==> config.mk <==
export PLATFORM = sky130hd
export DESIGN_NAME = sdr_ddr_capture
export DESIGN_NICKNAME = d
export VERILOG_FILES = /design/src/rtl/cap_pkg.sv /design/src/rtl/mode_resolve.sv /design/src/rtl/edge_sampler.sv /design/src/rtl/bit_reverse.sv /design/src/rtl/sdr_ddr_capture.sv
export SDC_FILE = /design/constraint.sdc
export NUM_CORES = 1
export LEC_CHECK = 0
export BUFFER_PORTS_ARGS = -buffer_cell sky130_fd_sc_hd__buf_4
export CORE_MARGIN = 3
export CORE_UTILIZATION = 30
export DETAILED_ROUTE_END_ITERATION = 6
export PLACE_DENSITY = 0.61
export SLEW_MARGIN = 20
export SYNTH_ARGS = -nofsm -noshare
export SYNTH_HDL_FRONTEND = slang
export SYNTH_SLANG_ARGS = --single-unit
==> constraint.sdc <==
create_clock -name clk -period 1.14 [get_ports clk]
set_input_delay 0.171 -clock clk [delete_from_list [all_inputs] [get_ports clk]]
set_output_delay 0.171 -clock clk [all_outputs]
set_load 0.01 [all_outputs]
==> src/rtl/cap_pkg.sv <==
package cap_pkg;
    typedef enum logic [1:0] {
        ST_HOLD   = 2'd0,
        ST_SINGLE = 2'd1,
        ST_DOUBLE = 2'd2
    } cap_state_e;
endpackage

==> src/rtl/mode_resolve.sv <==
module mode_resolve #(
    parameter int NCLK = 3
) (
    input  logic            pin_ddr,
    input  logic            use_reg,
    input  logic [NCLK-1:0] reg_ddr,
    output logic [NCLK-1:0] sel_ddr
);
    for (genvar i = 0; i < NCLK; i++) begin : g_sel
        assign sel_ddr[i] = use_reg ? reg_ddr[i] : pin_ddr;
    end
endmodule

==> src/rtl/edge_sampler.sv <==
module edge_sampler #(
    parameter int W = 4
) (
    input  logic         clk,
    input  logic [W-1:0] din,
    output logic [W-1:0] rise_q,
    output logic [W-1:0] fall_q
);
    always_ff @(posedge clk) begin
        rise_q <= din;
    end

    always_ff @(negedge clk) begin
        fall_q <= din;
    end
endmodule

==> src/rtl/bit_reverse.sv <==
module bit_reverse #(
    parameter int W = 4
) (
    input  logic         en,
    input  logic [W-1:0] din,
    output logic [W-1:0] dout
);
    logic [W-1:0] flipped;

    for (genvar i = 0; i < W; i++) begin : g_rev
        assign flipped[i] = din[W-1-i];
    end

    assign dout = en ? flipped : din;
endmodule

==> src/rtl/sdr_ddr_capture.sv <==
module sdr_ddr_capture
    import cap_pkg::*;
#(
    parameter int W        = 4,
    parameter int NCLK     = 3,
    parameter int TXIN_IDX = 1
) (
    input  logic            clk,
    input  logic            rst,
    input  logic [W-1:0]    din,
    input  logic            pin_ddr,
    input  logic            use_reg,
    input  logic [NCLK-1:0] reg_ddr,
    input  logic            swap,
    output logic [NCLK-1:0] clk_ddr,
    output logic [W-1:0]    dout_a,
    output logic [W-1:0]    dout_b,
    output logic            vld_a,
    output logic            vld_b
);
    cap_state_e      state_q, state_d;
    logic [NCLK-1:0] sel_ddr;
    logic [NCLK-1:0] mode_q;
    logic [W-1:0]    rise_q, fall_q;
    logic [W-1:0]    rise_sw, fall_sw;

    mode_resolve #(.NCLK(NCLK)) u_mode (
        .pin_ddr (pin_ddr),
        .use_reg (use_reg),
        .reg_ddr (reg_ddr),
        .sel_ddr (sel_ddr)
    );

    edge_sampler #(.W(W)) u_samp (
        .clk    (clk),
        .din    (din),
        .rise_q (rise_q),
        .fall_q (fall_q)
    );

    bit_reverse #(.W(W)) u_rev_r (.en(swap), .din(rise_q), .dout(rise_sw));
    bit_reverse #(.W(W)) u_rev_f (.en(swap), .din(fall_q), .dout(fall_sw));

    // Mode latch: open only in reset or HOLD
    always_ff @(posedge clk) begin
        if (rst || state_q == ST_HOLD) begin
            mode_q <= sel_ddr;
        end
    end
    assign clk_ddr = mode_q;

    // State register
    always_ff @(posedge clk) begin
        if (rst) begin
            state_q <= ST_HOLD;
        end else begin
            state_q <= state_d;
        end
    end

    always_comb begin
        unique case (state_q)
            ST_HOLD:   state_d = sel_ddr[TXIN_IDX] ? ST_DOUBLE : ST_SINGLE;
            ST_SINGLE: state_d = ST_SINGLE;
            ST_DOUBLE: state_d = ST_DOUBLE;
            default:   state_d = ST_HOLD;
        endcase
    end

    // Output register
    always_ff @(posedge clk) begin
        if (rst) begin
            dout_a <= '0;
            dout_b <= '0;
            vld_a  <= 1'b0;
            vld_b  <= 1'b0;
        end else begin
            unique case (state_q)
                ST_SINGLE: begin
                    dout_a <= rise_sw;
                    dout_b <= '0;
                    vld_a  <= 1'b1;
                    vld_b  <= 1'b0;
                end
                ST_DOUBLE: begin
                    dout_a <= rise_sw;
                    dout_b <= fall_sw;
                    vld_a  <= 1'b1;
                    vld_b  <= 1'b1;
                end
                default: begin
                    dout_a <= '0;
                    dout_b <= '0;
                    vld_a  <= 1'b0;
                    vld_b  <= 1'b0;
                end
            endcase
        end
    end

    AST_RESET_QUIET: assert property (@(posedge clk) rst |=> (!vld_a && !vld_b));
    AST_PAIR_ORDER: assert property (@(posedge clk) disable iff (rst) vld_b |-> vld_a);
    AST_B_NEEDS_DDR: assert property (@(posedge clk) disable iff (rst) vld_b |-> clk_ddr[TXIN_IDX]);
    AST_MODE_FROZEN: assert property (@(posedge clk) disable iff (rst)
        (state_q != ST_HOLD) |=> $stable(clk_ddr));
    AST_SINGLE_STREAM: assert property (@(posedge clk) disable iff (rst)
        (state_q == ST_SINGLE) |=> (vld_a && !vld_b));
    AST_FIRST_QUIET: assert property (@(posedge clk) disable iff (rst)
        (state_q == ST_HOLD) |=> (!vld_a && !vld_b));
endmodule

==> flow_summary.html, run 1 <==
<table>
<tr><th>Metric</th><th>Value</th></tr>
<tr><th colspan="2">Synthesis</th></tr>
<tr><td>Synthesis-stage register bit count</td><td>23</td></tr>
<tr><td>Most frequent cell after synthesis</td><td>dfxtp_1</td></tr>
<tr><td>Syn. warnings</td><td>0</td></tr>
<tr><td>Post-synth ARST share</td><td>0%</td></tr>
<tr><td>Most instantiated flip-flop cell in the synthesis netlist</td><td>dfxtp_1</td></tr>
<tr><td>Post-Syn Area per Cell</td><td>~12 um^2</td></tr>
<tr><td>Distinct cell type count of the synthesized netlist</td><td>15</td></tr>
<tr><td>Number of standard cells after synthesis</td><td>61</td></tr>
<tr><td>Cell types with the highest counts after synthesis</td><td>20 x dfxtp_1, 8 x mux2i_1, 8 x nor2_1, 6 x inv_1, 4 x nand2_1</td></tr>
<tr><td>Top cell type's share of synthesized area</td><td>approximately 54%</td></tr>
<tr><td>Sequential cell area fraction in the yosys report</td><td>65.99%</td></tr>
<tr><td>Cell area after synthesis</td><td>about 740 um^2</td></tr>
<tr><td>Synthesized netlist net count</td><td>75</td></tr>
<tr><td>Number of synthesized flops with an enable pin</td><td>3</td></tr>
<tr><td>Synth area leader</td><td>dfxtp_1</td></tr>
<tr><td>Main area contributors after synthesis</td><td>dfxtp_1 54%, edfxtp_1 12%, mux2i_1 11%, nor2_1 4.0%, ha_1 3.4%</td></tr>
<tr><th colspan="2">Routing</th></tr>
<tr><td>Post-DR wirelength/cell</td><td>9.520 um</td></tr>
<tr><td>Total routed wirelength</td><td>~1200 um</td></tr>
<tr><td>Overall via count from detail_route</td><td>516</td></tr>
<tr><td>Drt initial violations</td><td>2</td></tr>
<tr><td>DRC violations left</td><td>0</td></tr>
<tr><td>Number of nets with antenna violations after routing</td><td>0</td></tr>
<tr><td>Vias/cell</td><td>4.128</td></tr>
<tr><td>DR pass1 iterations</td><td>2</td></tr>
<tr><th colspan="2">Clock network</th></tr>
<tr><td>Clk pin slew, worst setup/hold paths</td><td>120 ps</td></tr>
<tr><td>TritonCTS clock tree</td><td>yes</td></tr>
<tr><td>Clock sink count</td><td>23</td></tr>
<tr><td>Total number of H-tree levels</td><td>1</td></tr>
<tr><td>CTS max path bufs</td><td>2</td></tr>
<tr><td>TritonCTS Buffers</td><td>3</td></tr>
<tr><td>Post-CTS repair timing setup buffer count</td><td>0</td></tr>
<tr><td>Buffer type at the clock tree root</td><td>clkbuf_4</td></tr>
<tr><td>Latest clock arrival within the worst-skew pair</td><td>around 360 ps</td></tr>
<tr><th colspan="2">Placed design</th></tr>
<tr><td>Count of buffers inserted at the top-level ports</td><td>24</td></tr>
<tr><td>Placement-stage cell area</td><td>just under 0.001 mm^2</td></tr>
<tr><td>Worst setup slack after placement</td><td>-27.07 ps</td></tr>
<tr><td>Weighted congestion at the end of routability-driven global placement</td><td>0.6916</td></tr>
<tr><td>Detailed placement HPWL</td><td>950.3 um</td></tr>
<tr><th colspan="2">Worst setup path</th></tr>
<tr><td>Critical Path End Type</td><td>register</td></tr>
<tr><td>Worst Path Required</td><td>1350 ps</td></tr>
<tr><td>Max FO, Critical Path</td><td>2</td></tr>
<tr><td>Source of the critical timing path</td><td>u_samp.fall_q[2]</td></tr>
<tr><td>Arrival time of the worst setup path</td><td>roughly 1400 ps</td></tr>
<tr><td>Crit path kind</td><td>register to register</td></tr>
<tr><td>CP Launch Type</td><td>register</td></tr>
<tr><td>Source of the worst register-to-register timing path</td><td>u_samp.fall_q[2]</td></tr>
<tr><th colspan="2">Timing</th></tr>
<tr><td>Pins over their slew limit</td><td>0</td></tr>
<tr><td>Unrepaired setup endpoints after global routing</td><td>yes</td></tr>
<tr><td>Worst hold slack</td><td>85.81 ps</td></tr>
<tr><td>Slew headroom</td><td>85.54%</td></tr>
<tr><td>Final number of hold-violating endpoints</td><td>0</td></tr>
<tr><td>Final worst clock skew</td><td>64.04 ps</td></tr>
<tr><td>Final WS setup</td><td>-76.12 ps</td></tr>
<tr><td>Slew at the pin closest to its max-slew limit</td><td>216.2 ps</td></tr>
<tr><td>Total setup violations reported at the end of the flow</td><td>4</td></tr>
<tr><th colspan="2">Layout</th></tr>
<tr><td>Layout filler cell count</td><td>209</td></tr>
<tr><td>Ant diodes</td><td>0</td></tr>
<tr><td>Fraction of final layout cells sized beyond drive strength 1</td><td>36.08%</td></tr>
<tr><td>Post-Layout Inst Area</td><td>0.001072 mm^2</td></tr>
<tr><td>Layout area overhead</td><td>44.28%</td></tr>
<tr><td>Total number of nets in the final design</td><td>112</td></tr>
<tr><th colspan="2">Die</th></tr>
<tr><td>Die area</td><td>0.003111 mm^2</td></tr>
<tr><td>Number of placement rows</td><td>17</td></tr>
<tr><td>Die X</td><td>55.78 um</td></tr>
<tr><td>Starting utilization of the core area</td><td>between 30% and 40%</td></tr>
<tr><td>I/O pin count</td><td>25</td></tr>
<tr><td>Floorplan die height</td><td>55.78 um</td></tr>
<tr><td>Floorplan core area</td><td>roughly 0.0023 mm^2</td></tr>
<tr><th colspan="2">Power</th></tr>
<tr><td>Worst voltage drop across the vdd grid</td><td>0.9467 mV</td></tr>
<tr><td>Static Leak</td><td>0.5320 nW</td></tr>
<tr><td>Cell area power density</td><td>1808 mW/mm^2</td></tr>
<tr><th colspan="2">Global route</th></tr>
<tr><td>Antenna violations before repair</td><td>0</td></tr>
<tr><td>Vias in the first global route</td><td>484</td></tr>
<tr><td>Global route overflow</td><td>0</td></tr>
<tr><td>Pin count of the biggest net entering global routing</td><td>14</td></tr>
<tr><td>Total routing usage reported by global routing</td><td>7.882%</td></tr>
<tr><td>First-pass GRT wire length</td><td>1980 um</td></tr>
<tr><th colspan="2">Run</th></tr>
<tr><td>Maximum capacitance violations</td><td>0</td></tr>
<tr><th colspan="2">Run status</th></tr>
<tr><td>Failing checks</td><td>setup timing</td></tr>
<tr><td>Run status</td><td>finished, violations left</td></tr>
<tr><th colspan="2">Hold path</th></tr>
<tr><td>Path category of the worst min-delay check</td><td>input port to register</td></tr>
<tr><td>Worst min-delay path startpoint</td><td>rst</td></tr>
</table>
-- path summary, 6_finish.rpt --
path / end / slack, ps / depth (start not counted)
setup / recovery: dout_b[1] / -80 / 2
hold / removal: state_q[0] / 90 / 2
setup reg to reg: dout_b[1] / -80 / 2
hold reg to reg: dout_a[1] / 510 / 2
-- cell type report --
class | count | area [um^2] | share of cell area [%]
sequential | 23 | 495.5 | 46.21
timing repair buffer | 30 | 235.2 | 21.94
multi-input combinational | 31 | 225.2 | 21.00
tap | 28 | 35.03 | 3.267
clock buffer | 4 | 47.55 | 4.434
inverter | 5 | 18.77 | 1.750
clock inverter | 4 | 15.01 | 1.400
-- report_power, final --
group	switching, mW	internal, mW	total [mW]
registers	0.0352	0.942	0.977
clock network	0.265	0.285	0.550
logic	0.183	0.229	0.412
total	0.483	1.46	1.94
-- flip-flops by register name (all words and copies together), names as in the netlist --
register       flops
vld_b              1
clk_ddr            3
u_samp.fall_q      4
vld_a              1
dout_b             4
u_samp.rise_q      4
state_q            2
dout_a             4
-- metrics by stage --
step	cells	utilization [%]	power (mW)	setup TNS [ps]
floorplan	61	-	1.220	0
global placement	114	42.55	1.424	-18.00
detailed placement	114	42.55	1.429	-71.50
CTS	125	46.89	1.962	-279.8
global route	125	47.11	2.059	-542.5
finish	125	47.11	1.939	-268.3
-- layer usage --
| metal | vias to the layer above | GRT usage, % | part of all wire [%] |
|---|---|---|---|
| li1 | 272 | - | - |
| met1 | 228 | 9.558 | 46 |
| met2 | 14 | 11.99 | 46 |
| met3 | 2 | 2.320 | 6.1 |
| met4 | 0 | 5.208 | 1.8 |
| met5 | - | 0 | 0 |
-- worst max-delay path, stage by stage, from the launching register on --
cell and delay, ps:
dfxtp_2 310, mux2i_1 120, nor2_1 50
-- cells by family after synthesis --
logic type | count (synthesis) | share of synthesized area (%)
AOI/OAI and AO/OA | 2 | 2.526
and+or+nand+nor | 18 | 11.62
muxes | 9 | 12.79
DFF | 23 | 65.99
buffers and inverters | 7 | 3.703
adders and majority gates | 2 | 3.366
-- layout by cell type (no fill, tap or decap) --
master / synthesis / routed
ha_1: 2 / 2
or2_1: 1 / 1
nor2_1: 8 / 8
o32ai_1: 1 / 1
clkbuf_4: 0 / 3
dlygate4sd3_1: 0 / 4
edfxtp_1: 3 / 3
dfxtp_2: 0 / 4
mux2_4: 1 / 1
inv_1: 6 / 9
nor3b_1: 1 / 1
dfxtp_1: 20 / 16
clkbuf_16: 0 / 1
nand2_1: 4 / 4
buf_4: 0 / 26
or3b_1: 1 / 1
mux2i_1: 8 / 8
a32o_1: 1 / 1
nand2b_1: 3 / 3
-- timing repair --
action / CTS / global route
hold endpoints to repair: 4 / 0
hold buffers: 4 / 0
resized for setup: 0 / 4
pin swaps: 0 / 1
setup endpoints to repair: 4 / 8
No activity file was read; power rests on OpenSTA's default activity.
==> run 2: changes to the inputs <==
Settings changed: ABC_AREA from default to 1.
==> run 2 against run 1 <==
- clock skew shrank 7.6 ps
- wire length shrank 0.17%
- the flow still finishes with violations (setup timing)
- first-iteration DRC count grew to 7.5 times the previous value
- synthesized area shrank 1.9%
- sequential share of layout area grew 0.16 points
- worst setup slack gained 3.8 ps
- sequential power shrank 6.6%
==> flow_summary.html, run 2 <==
<table>
<tr><th>Metric</th><th>Value</th></tr>
<tr><th colspan="2">Die</th></tr>
<tr><td>Number of placement rows</td><td>17 (unchanged)</td></tr>
<tr><td>Die X</td><td>55.31 um (-0.83%)</td></tr>
<tr><td>Floorplan core area</td><td>0.002255 mm^2 (-0.93%)</td></tr>
<tr><td>Die area</td><td>0.003059 mm^2 (-1.7%)</td></tr>
<tr><td>Starting utilization of the core area</td><td>32.35% (-0.30 points)</td></tr>
<tr><td>Floorplan die height</td><td>55.31 um (-0.83%)</td></tr>
<tr><td>I/O pin count</td><td>25 (unchanged)</td></tr>
<tr><th colspan="2">Layout</th></tr>
<tr><td>Finished Core Util</td><td>47.39% (+0.28 points)</td></tr>
<tr><td>Post-Layout Inst Area</td><td>0.001069 mm^2 (-0.35%)</td></tr>
<tr><td>Layout area overhead</td><td>46.48%</td></tr>
<tr><td>Commonest non-fill, non-tap cell in the layout</td><td>buf_4</td></tr>
<tr><td>Total number of nets in the final design</td><td>122 (+8.9%)</td></tr>
<tr><td>Ant diodes</td><td>0 (unchanged)</td></tr>
<tr><td>Fraction of final layout cells sized beyond drive strength 1</td><td>42.06% (+6.0 points)</td></tr>
<tr><td>Commonest non-fill, non-tap cells in the layout</td><td>25 x buf_4, 17 x nand2_1, 16 x dfxtp_1, 9 x inv_1, 7 x a21oi_1</td></tr>
<tr><th colspan="2">Global route</th></tr>
<tr><td>Total routing usage reported by global routing</td><td>8.598% (+0.72 points)</td></tr>
<tr><td>Pin count of the biggest net entering global routing</td><td>14 (unchanged)</td></tr>
<tr><td>Vias in the first global route</td><td>503 (+3.9%)</td></tr>
<tr><td>Global route overflow</td><td>0 (unchanged)</td></tr>
<tr><td>First-pass GRT wire length</td><td>2070 um (+4.5%)</td></tr>
<tr><td>Antenna violations before repair</td><td>0 (unchanged)</td></tr>
<tr><th colspan="2">Synthesis</th></tr>
<tr><td>Number of standard cells after synthesis</td><td>72 (+18%)</td></tr>
<tr><td>Post-synth ARST share</td><td>0% (unchanged)</td></tr>
<tr><td>Top cell type's share of synthesized area</td><td>54.89% (+1.0 points)</td></tr>
<tr><td>Number of synthesized flops with an enable pin</td><td>3 (unchanged)</td></tr>
<tr><td>Main area contributors after synthesis</td><td>dfxtp_1 55%, edfxtp_1 12%, nand2_1 9.8%, a21oi_1 6.9%, ha_1 3.4%</td></tr>
<tr><td>Sequential cell area fraction in the yosys report</td><td>67.24% (+1.2 points)</td></tr>
<tr><td>Distinct cell type count of the synthesized netlist</td><td>13 (-2)</td></tr>
<tr><td>Most frequent cell after synthesis</td><td>dfxtp_1</td></tr>
<tr><td>Cell area after synthesis</td><td>729.5 um^2 (-1.9%)</td></tr>
<tr><td>Synthesized netlist net count</td><td>86 (+15%)</td></tr>
<tr><td>Post-Syn Area per Cell</td><td>10.13 um^2 (-17%)</td></tr>
<tr><td>Most instantiated flip-flop cell in the synthesis netlist</td><td>dfxtp_1</td></tr>
<tr><td>Synth area leader</td><td>dfxtp_1</td></tr>
<tr><td>Syn. warnings</td><td>0 (unchanged)</td></tr>
<tr><td>Cell types with the highest counts after synthesis</td><td>20 x dfxtp_1, 19 x nand2_1, 10 x a21oi_1, 6 x inv_1</td></tr>
<tr><td>Synthesis-stage register bit count</td><td>23 (unchanged)</td></tr>
<tr><th colspan="2">Worst setup path</th></tr>
<tr><td>Total buffers and inverters traversed by the critical path</td><td>0 (unchanged)</td></tr>
<tr><td>Kind of cell with the highest combined delay on the critical path</td><td>flip-flops</td></tr>
<tr><td>Arrival time of the worst setup path</td><td>1420 ps (about the same)</td></tr>
<tr><td>Crit path kind</td><td>register to register</td></tr>
<tr><td>Source of the critical timing path</td><td>u_samp.fall_q[0]</td></tr>
<tr><td>Critical Path End Type</td><td>register</td></tr>
<tr><td>CP Launch Type</td><td>register</td></tr>
<tr><td>Largest stage delay on the critical path</td><td>310 ps (about the same)</td></tr>
<tr><td>List of cells traversed by the critical path</td><td>o21ai_1, a21oi_1</td></tr>
<tr><td>Max FO, Critical Path</td><td>2 (unchanged)</td></tr>
<tr><td>Worst Path Required</td><td>1350 ps (about the same)</td></tr>
<tr><td>Critical-path top delay cell</td><td>dfxtp_2</td></tr>
<tr><td>Source of the worst register-to-register timing path</td><td>u_samp.fall_q[0]</td></tr>
<tr><th colspan="2">Clock network</th></tr>
<tr><td>Clock sink count</td><td>23 (unchanged)</td></tr>
<tr><td>CTS max path bufs</td><td>2 (unchanged)</td></tr>
<tr><td>Buffer type at the clock tree root</td><td>clkbuf_4</td></tr>
<tr><td>Clk pin slew, worst setup/hold paths</td><td>110 ps (about the same)</td></tr>
<tr><td>TritonCTS Buffers</td><td>3 (unchanged)</td></tr>
<tr><td>Total number of H-tree levels</td><td>1 (unchanged)</td></tr>
<tr><td>TritonCTS clock tree</td><td>yes</td></tr>
<tr><td>Post-CTS repair timing setup buffer count</td><td>0 (unchanged)</td></tr>
<tr><td>Latest clock arrival within the worst-skew pair</td><td>360 ps (about the same)</td></tr>
<tr><th colspan="2">Power</th></tr>
<tr><td>Cell area power density</td><td>1690 mW/mm^2 (-6.6%)</td></tr>
<tr><td>Static Leak</td><td>0.5207 nW (-2.1%)</td></tr>
<tr><td>Net Sw Frac</td><td>22.58% (-2.3 points)</td></tr>
<tr><td>Int Power</td><td>1.398 mW (-4.0%)</td></tr>
<tr><td>Relative contribution of combinational cells to total power</td><td>14.1% (-7.1 points)</td></tr>
<tr><td>Net switching component of the power</td><td>0.4077 mW (-16%)</td></tr>
<tr><td>Worst voltage drop across the vdd grid</td><td>0.6806 mV (-28%)</td></tr>
<tr><td>Sequential share of power</td><td>50.5% (about the same)</td></tr>
<tr><td>Proportion of power drawn by the clock network</td><td>35.4% (+7.0 points)</td></tr>
<tr><th colspan="2">Timing</th></tr>
<tr><td>Final WS setup</td><td>-72.30 ps (+3.822 ps)</td></tr>
<tr><td>Slew headroom</td><td>89.31% (+3.8 points)</td></tr>
<tr><td>Slew at the pin closest to its max-slew limit</td><td>159.4 ps (-56.83 ps)</td></tr>
<tr><td>Total setup violations reported at the end of the flow</td><td>4 (unchanged)</td></tr>
<tr><td>Unrepaired setup endpoints after global routing</td><td>yes</td></tr>
<tr><td>Final setup TNS</td><td>-223.3 ps (+45.00 ps)</td></tr>
<tr><td>Final number of hold-violating endpoints</td><td>0 (unchanged)</td></tr>
<tr><td>Final worst clock skew</td><td>56.44 ps (-7.598 ps)</td></tr>
<tr><td>Pins over their slew limit</td><td>0 (unchanged)</td></tr>
<tr><th colspan="2">Routing</th></tr>
<tr><td>Drt initial violations</td><td>15 (+13)</td></tr>
<tr><td>Vias/cell</td><td>3.993 (-3.3%)</td></tr>
<tr><td>Number of nets with antenna violations after routing</td><td>0 (unchanged)</td></tr>
<tr><td>Overall via count from detail_route</td><td>539 (+4.5%)</td></tr>
<tr><td>DRC violations left</td><td>0 (unchanged)</td></tr>
<tr><td>Total routed wirelength</td><td>1188 um (-0.17%)</td></tr>
<tr><td>DR pass1 iterations</td><td>4 (+2)</td></tr>
<tr><td>Post-DR wirelength/cell</td><td>8.800 um (-7.6%)</td></tr>
<tr><th colspan="2">Run status</th></tr>
<tr><td>Run status</td><td>finished, violations left</td></tr>
<tr><td>Failing checks</td><td>setup timing</td></tr>
<tr><th colspan="2">Placed design</th></tr>
<tr><td>Placement-stage cell area</td><td>940.9 um^2 (-2.8%)</td></tr>
<tr><td>Weighted congestion at the end of routability-driven global placement</td><td>0.7305 (+5.6%)</td></tr>
<tr><td>Count of buffers inserted at the top-level ports</td><td>24 (unchanged)</td></tr>
<tr><th colspan="2">Hold path</th></tr>
<tr><td>Path category of the worst min-delay check</td><td>input port to register</td></tr>
<tr><td>Worst min-delay path startpoint</td><td>swap</td></tr>
<tr><th colspan="2">Run</th></tr>
<tr><td>Maximum capacitance violations</td><td>0 (unchanged)</td></tr>
</table>
[run 2: cell types whose count changed after synthesis, moves of 2 or more]
cell,delta
o21ai_1,+3
nand2_1,+15
nand2b_1,-3
nand2_2,+3
nor2_1,-8
inv_2,+2
a21oi_1,+10
mux2i_1,-8
[run 2: power by group through the flow]
stage          logic [mW]  clock network (mW)  registers (mW)
2_1_floorplan      0.0926              0.0273           0.949
3_3_place_gp        0.229              0.0273           0.927
3_5_place_dp        0.230              0.0273           0.928
4_1_cts             0.241               0.644           0.911
5_1_grt             0.285               0.686           0.920
6_report            0.254               0.639           0.913
[run 2: stage by stage]
stage	power, mW	setup WS, ps	std cells	hold WS (ps)
global route	1.891	-105.0	135	113.6
CTS	1.796	-62.45	135	107.0
global placement	1.183	1.514	124	284.9
floorplan	1.069	25.41	72	198.7
finish	1.806	-72.30	135	115.9
detailed placement	1.185	-5.019	124	284.2
[run 2: area by class of cell]
type                    instances  area [um^2]
multi-input cells              39        210.2
flip-flops and latches         23        495.5
repair buffers                 29        227.7
clock buffers                   3        22.52
well taps                      28        35.03
fillers                       221         1186
inverters                       8        32.53
clock inverters                 5        45.04
[run 2: what timing repair did]
item | in CTS | in global routing
hold endpoints to repair | 4 | 0
gates resized for setup | 2 | 8
pin swaps | 5 | 1
hold buffers | 4 | 0
endpoints found under the setup margin | 4 | 9
[run 2: logic make-up (layout without fill, tap and decap cells)]
group                    after synthesis  in the layout  share of synthesized area [%]
adder cells (fa/ha/maj)                2              2                          3.430
AND/OR/NAND/NOR                       24             24                          13.89
flip-flops                            23             23                          67.24
AO/OA/AOI/OAI                         13             13                          8.919
buffers and inverters                 10             45                          6.519
[run 2: worst paths after layout]
check	endpoint	slack, ps	depth (start not counted)
hold / removal	dout_b[0]	120	2
setup / recovery	dout_b[0]	-70	2
hold reg to reg	dout_a[3]	470	2
setup reg to reg	dout_b[0]	-70	2
[run 2: layer usage]
layer  vias up  global-route usage [%]  routed length [um]
met5         -                       0                   0
met3         4                   3.738                  91
met1       222                   10.40                 515
met2        18                   11.49                 548
met4         0                   7.292                  32
li1        295                       -                   -
==> run 3: changes to the inputs <==
Settings changed: CAP_MARGIN from default to 0, SYNTH_HIERARCHICAL from default to 1.
==> run 3 against run 2 <==
- the flow still finishes with violations (setup timing)
- first-iteration DRC count fell by 20%
- sequential cell count unchanged
- sequential share of layout area shrank 1.4 points
- worst hold slack improved by 20 ps
- synthesized cell count increased by 26%
- clock power shrank 36%
- largest power group unchanged
==> flow_summary.html, run 3 <==
<table>
<tr><th>Metric</th><th>Value</th></tr>
<tr><th colspan="2">Worst setup path</th></tr>
<tr><td>Critical-path top delay cell</td><td>dfxtp_2</td></tr>
<tr><td>List of cells traversed by the critical path</td><td>nand2_1, nand2_1, inv_1, nor2_1</td></tr>
<tr><td>Total buffers and inverters traversed by the critical path</td><td>1 (+1)</td></tr>
<tr><td>Worst Path Required</td><td>1350 ps (about the same)</td></tr>
<tr><td>Kind of cell with the highest combined delay on the critical path</td><td>flip-flops</td></tr>
<tr><td>Arrival time of the worst setup path</td><td>1420 ps (about the same)</td></tr>
<tr><td>Dominant cell type by count on the critical path</td><td>nand2_1</td></tr>
<tr><td>Setup slack on the worst flop-to-flop path</td><td>-70 ps (about the same)</td></tr>
<tr><td>Crit path kind</td><td>register to register</td></tr>
<tr><td>Critical Path End Type</td><td>register</td></tr>
<tr><td>CP Launch Type</td><td>register</td></tr>
<tr><td>Largest stage delay on the critical path</td><td>310 ps (about the same)</td></tr>
<tr><td>Max FO, Critical Path</td><td>2 (unchanged)</td></tr>
<tr><th colspan="2">Power</th></tr>
<tr><td>Worst voltage drop across the vdd grid</td><td>1.050 mV (+54%)</td></tr>
<tr><td>Static Leak</td><td>0.6051 nW (+16%)</td></tr>
<tr><td>Cell area power density</td><td>1453 mW/mm^2 (-14%)</td></tr>
<tr><th colspan="2">Die</th></tr>
<tr><td>I/O pin count</td><td>25 (unchanged)</td></tr>
<tr><td>Die area</td><td>0.003255 mm^2 (+6.4%)</td></tr>
<tr><td>Floorplan core area</td><td>0.002340 mm^2 (+3.8%)</td></tr>
<tr><td>Floorplan die height</td><td>57.06 um (+3.2%)</td></tr>
<tr><td>Starting utilization of the core area</td><td>33.42% (+1.1 points)</td></tr>
<tr><td>Die X</td><td>57.06 um (+3.2%)</td></tr>
<tr><td>Number of placement rows</td><td>17 (unchanged)</td></tr>
<tr><th colspan="2">Layout</th></tr>
<tr><td>Commonest non-fill, non-tap cell in the layout</td><td>nand2_1</td></tr>
<tr><td>Ant diodes</td><td>0 (unchanged)</td></tr>
<tr><td>Post-Layout Inst Area</td><td>0.001105 mm^2 (+3.4%)</td></tr>
<tr><td>Finished Core Util</td><td>47.22% (-0.17 points)</td></tr>
<tr><td>Total number of nets in the final design</td><td>143 (+17%)</td></tr>
<tr><td>Multi-input gate area</td><td>231.5 um^2 (+10%)</td></tr>
<tr><td>Area used by sequential logic in the layout</td><td>496.7 um^2 (+0.25%)</td></tr>
<tr><td>Fraction of final layout cells sized beyond drive strength 1</td><td>36.72% (-5.3 points)</td></tr>
<tr><td>Layout filler cell count</td><td>245 (+11%)</td></tr>
<tr><td>Layout area overhead</td><td>41.28%</td></tr>
<tr><td>Commonest non-fill, non-tap cells in the layout</td><td>31 x nand2_1, 26 x buf_4, 17 x inv_1, 15 x dfxtp_1, 9 x nor2_1</td></tr>
<tr><th colspan="2">Clock network</th></tr>
<tr><td>Latest clock arrival within the worst-skew pair</td><td>360 ps (about the same)</td></tr>
<tr><td>CTS max path bufs</td><td>2 (unchanged)</td></tr>
<tr><td>Total number of H-tree levels</td><td>1 (unchanged)</td></tr>
<tr><td>TritonCTS clock tree</td><td>yes</td></tr>
<tr><td>Buffer type at the clock tree root</td><td>clkbuf_4</td></tr>
<tr><td>TritonCTS Buffers</td><td>3 (unchanged)</td></tr>
<tr><td>Clk pin slew, worst setup/hold paths</td><td>120 ps (about the same)</td></tr>
<tr><td>Clock sink count</td><td>23 (unchanged)</td></tr>
<tr><th colspan="2">Routing</th></tr>
<tr><td>Vias/cell</td><td>3.987 (-0.14%)</td></tr>
<tr><td>Total routed wirelength</td><td>1363 um (+15%)</td></tr>
<tr><td>Overall via count from detail_route</td><td>622 (+15%)</td></tr>
<tr><td>DRC violations left</td><td>0 (unchanged)</td></tr>
<tr><td>DR pass1 iterations</td><td>4 (unchanged)</td></tr>
<tr><td>Routed metal-1 wirelength</td><td>587 um (+14%)</td></tr>
<tr><td>Post-DR wirelength/cell</td><td>8.737 um (-0.71%)</td></tr>
<tr><td>Routed wl met2</td><td>632 um (+15%)</td></tr>
<tr><td>Number of nets with antenna violations after routing</td><td>0 (unchanged)</td></tr>
<tr><td>Length of routed met3 wiring</td><td>143 um (+57%)</td></tr>
<tr><td>Top layer in use</td><td>met3</td></tr>
<tr><td>Drt initial violations</td><td>12 (-3)</td></tr>
<tr><th colspan="2">Global route</th></tr>
<tr><td>Antenna violations before repair</td><td>0 (unchanged)</td></tr>
<tr><td>Vias in the first global route</td><td>616 (+22%)</td></tr>
<tr><td>Total routing usage reported by global routing</td><td>9.388% (+0.79 points)</td></tr>
<tr><td>First-pass GRT wire length</td><td>2449 um (+18%)</td></tr>
<tr><td>Global route overflow</td><td>0 (unchanged)</td></tr>
<tr><td>Pin count of the biggest net entering global routing</td><td>14 (unchanged)</td></tr>
<tr><th colspan="2">Synthesis</th></tr>
<tr><td>Number of synthesized flops with an enable pin</td><td>3 (unchanged)</td></tr>
<tr><td>Cell area after synthesis</td><td>782.0 um^2 (+7.2%)</td></tr>
<tr><td>Main area contributors after synthesis</td><td>dfxtp_1 51%, nand2_1 15%, edfxtp_1 12%, inv_1 6.7%, nor2_1 4.3%</td></tr>
<tr><td>Distinct cell type count of the synthesized netlist</td><td>11 (-2)</td></tr>
<tr><td>Number of standard cells after synthesis</td><td>91 (+26%)</td></tr>
<tr><td>Top cell type's share of synthesized area</td><td>51.20% (-3.7 points)</td></tr>
<tr><td>Sequential cell area fraction in the yosys report</td><td>62.72% (-4.5 points)</td></tr>
<tr><td>Synthesized netlist net count</td><td>105 (+22%)</td></tr>
<tr><td>Most instantiated flip-flop cell in the synthesis netlist</td><td>dfxtp_1</td></tr>
<tr><td>Syn. warnings</td><td>6 (+6)</td></tr>
<tr><td>Synth area leader</td><td>dfxtp_1</td></tr>
<tr><td>Synthesis-stage register bit count</td><td>23 (unchanged)</td></tr>
<tr><td>Post-Syn Area per Cell</td><td>8.593 um^2 (-15%)</td></tr>
<tr><td>Post-synth ARST share</td><td>0% (unchanged)</td></tr>
<tr><td>Most frequent cell after synthesis</td><td>nand2_1</td></tr>
<tr><td>Cell types with the highest counts after synthesis</td><td>32 x nand2_1, 20 x dfxtp_1, 14 x inv_1, 9 x nor2_1</td></tr>
<tr><th colspan="2">Placed design</th></tr>
<tr><td>Count of buffers inserted at the top-level ports</td><td>24 (unchanged)</td></tr>
<tr><td>Weighted congestion at the end of routability-driven global placement</td><td>0.8065 (+10%)</td></tr>
<tr><td>Worst setup slack after placement</td><td>-44.37 ps (-39.35 ps)</td></tr>
<tr><td>Placement-stage cell area</td><td>0.001012 mm^2 (+7.6%)</td></tr>
<tr><td>Detailed placement HPWL</td><td>1077 um</td></tr>
<tr><th colspan="2">Timing</th></tr>
<tr><td>Final number of hold-violating endpoints</td><td>0 (unchanged)</td></tr>
<tr><td>Pins over their slew limit</td><td>0 (unchanged)</td></tr>
<tr><td>Final worst clock skew</td><td>56.46 ps (+0.01860 ps)</td></tr>
<tr><td>Unrepaired setup endpoints after global routing</td><td>yes</td></tr>
<tr><td>Slew at the pin closest to its max-slew limit</td><td>124.1 ps (-35.21 ps)</td></tr>
<tr><td>Final WS setup</td><td>-68.02 ps (+4.279 ps)</td></tr>
<tr><td>Total setup violations reported at the end of the flow</td><td>4 (unchanged)</td></tr>
<tr><td>Slew headroom</td><td>91.72% (+2.4 points)</td></tr>
<tr><th colspan="2">Hold path</th></tr>
<tr><td>Path category of the worst min-delay check</td><td>input port to register</td></tr>
<tr><th colspan="2">Run status</th></tr>
<tr><td>Run status</td><td>finished, violations left</td></tr>
<tr><td>Failing checks</td><td>setup timing</td></tr>
<tr><th colspan="2">Run</th></tr>
<tr><td>Maximum capacitance violations</td><td>0 (unchanged)</td></tr>
</table>
## run 3: cell types whose count changed after synthesis, sizes merged
cell   change
inv        +9
o21ai      -3
a21oi      -8
buf        -1
nand3      -1
nand2     +14
nor2       +9
## run 3: report_power, final
part | leakage [nW] | internal (mW) | switching [mW]
Sequential | 0.197 | 0.892 | 0.0216
Combinational | 0.369 | 0.145 | 0.135
Clock | 0.0390 | 0.149 | 0.263
Total | 0.605 | 1.19 | 0.419
## run 3: kinds of logic (layout without fill, tap and decap cells)
group,after synthesis,count (layout),synth area share (%)
flip-flops,23,23,62.72
buffers and inverters,18,55,8.639
adder cells (fa/ha/maj),2,2,3.199
AO/OA/AOI/OAI,2,2,1.760
AND/OR/NAND/NOR,46,46,23.68
## run 3: path summary, 6_finish.rpt
kind	start	end	cells past startpoint
max	u_samp/fall_q[2]	dout_b[2]	4
min	rst	state_q[0]	4
max reg2reg	u_samp/fall_q[2]	dout_b[2]	4
min reg2reg	u_samp/rise_q[1]	dout_a[2]	4
## run 3: area by class of cell
cell class	instances	area share (%)
clock buffer	3	2.039
clock inverter	5	1.812
inverter	17	5.776
multi-input combinational	50	20.95
sequential	23	44.96
tap	28	3.171
timing repair buffer	30	21.29
## run 3: stage by stage
stage	setup TNS [ps]	cells	total power [mW]	hold slack (ps)
6_report	-243.0	156	1.605	135.6
4_1_cts	-255.0	156	1.625	126.3
3_3_place_gp	-85.36	145	1.212	283.8
3_5_place_dp	-143.7	145	1.221	288.1
2_1_floorplan	0	91	1.085	198.7
5_1_grt	-512.1	156	1.732	127.6
## run 3: worst register-to-register path, cell delays in order, from the launching register on
cell	delay (ps)
dfxtp_2	310
nand2_1	50
nand2_1	50
inv_1	50
nor2_1	30
## run 3: layer usage
| metal | track usage, % | vias up |
|---|---|---|
| met2 | 15.50 | 24 |
| met4 | 2.980 | 0 |
| met3 | 3.846 | 0 |
| li1 | - | 335 |
| met1 | 11.10 | 263 |
| met5 | 0 | - |
## run 3: repair_timing
item / 4_1_cts / 5_1_grt
endpoints found under the setup margin: 7 / 7
gates resized for setup: 5 / 3
buffers inserted: 0 / 0
pin swaps: 11 / 1
hold endpoints to repair: 4 / 0
hold buffers: 4 / 0
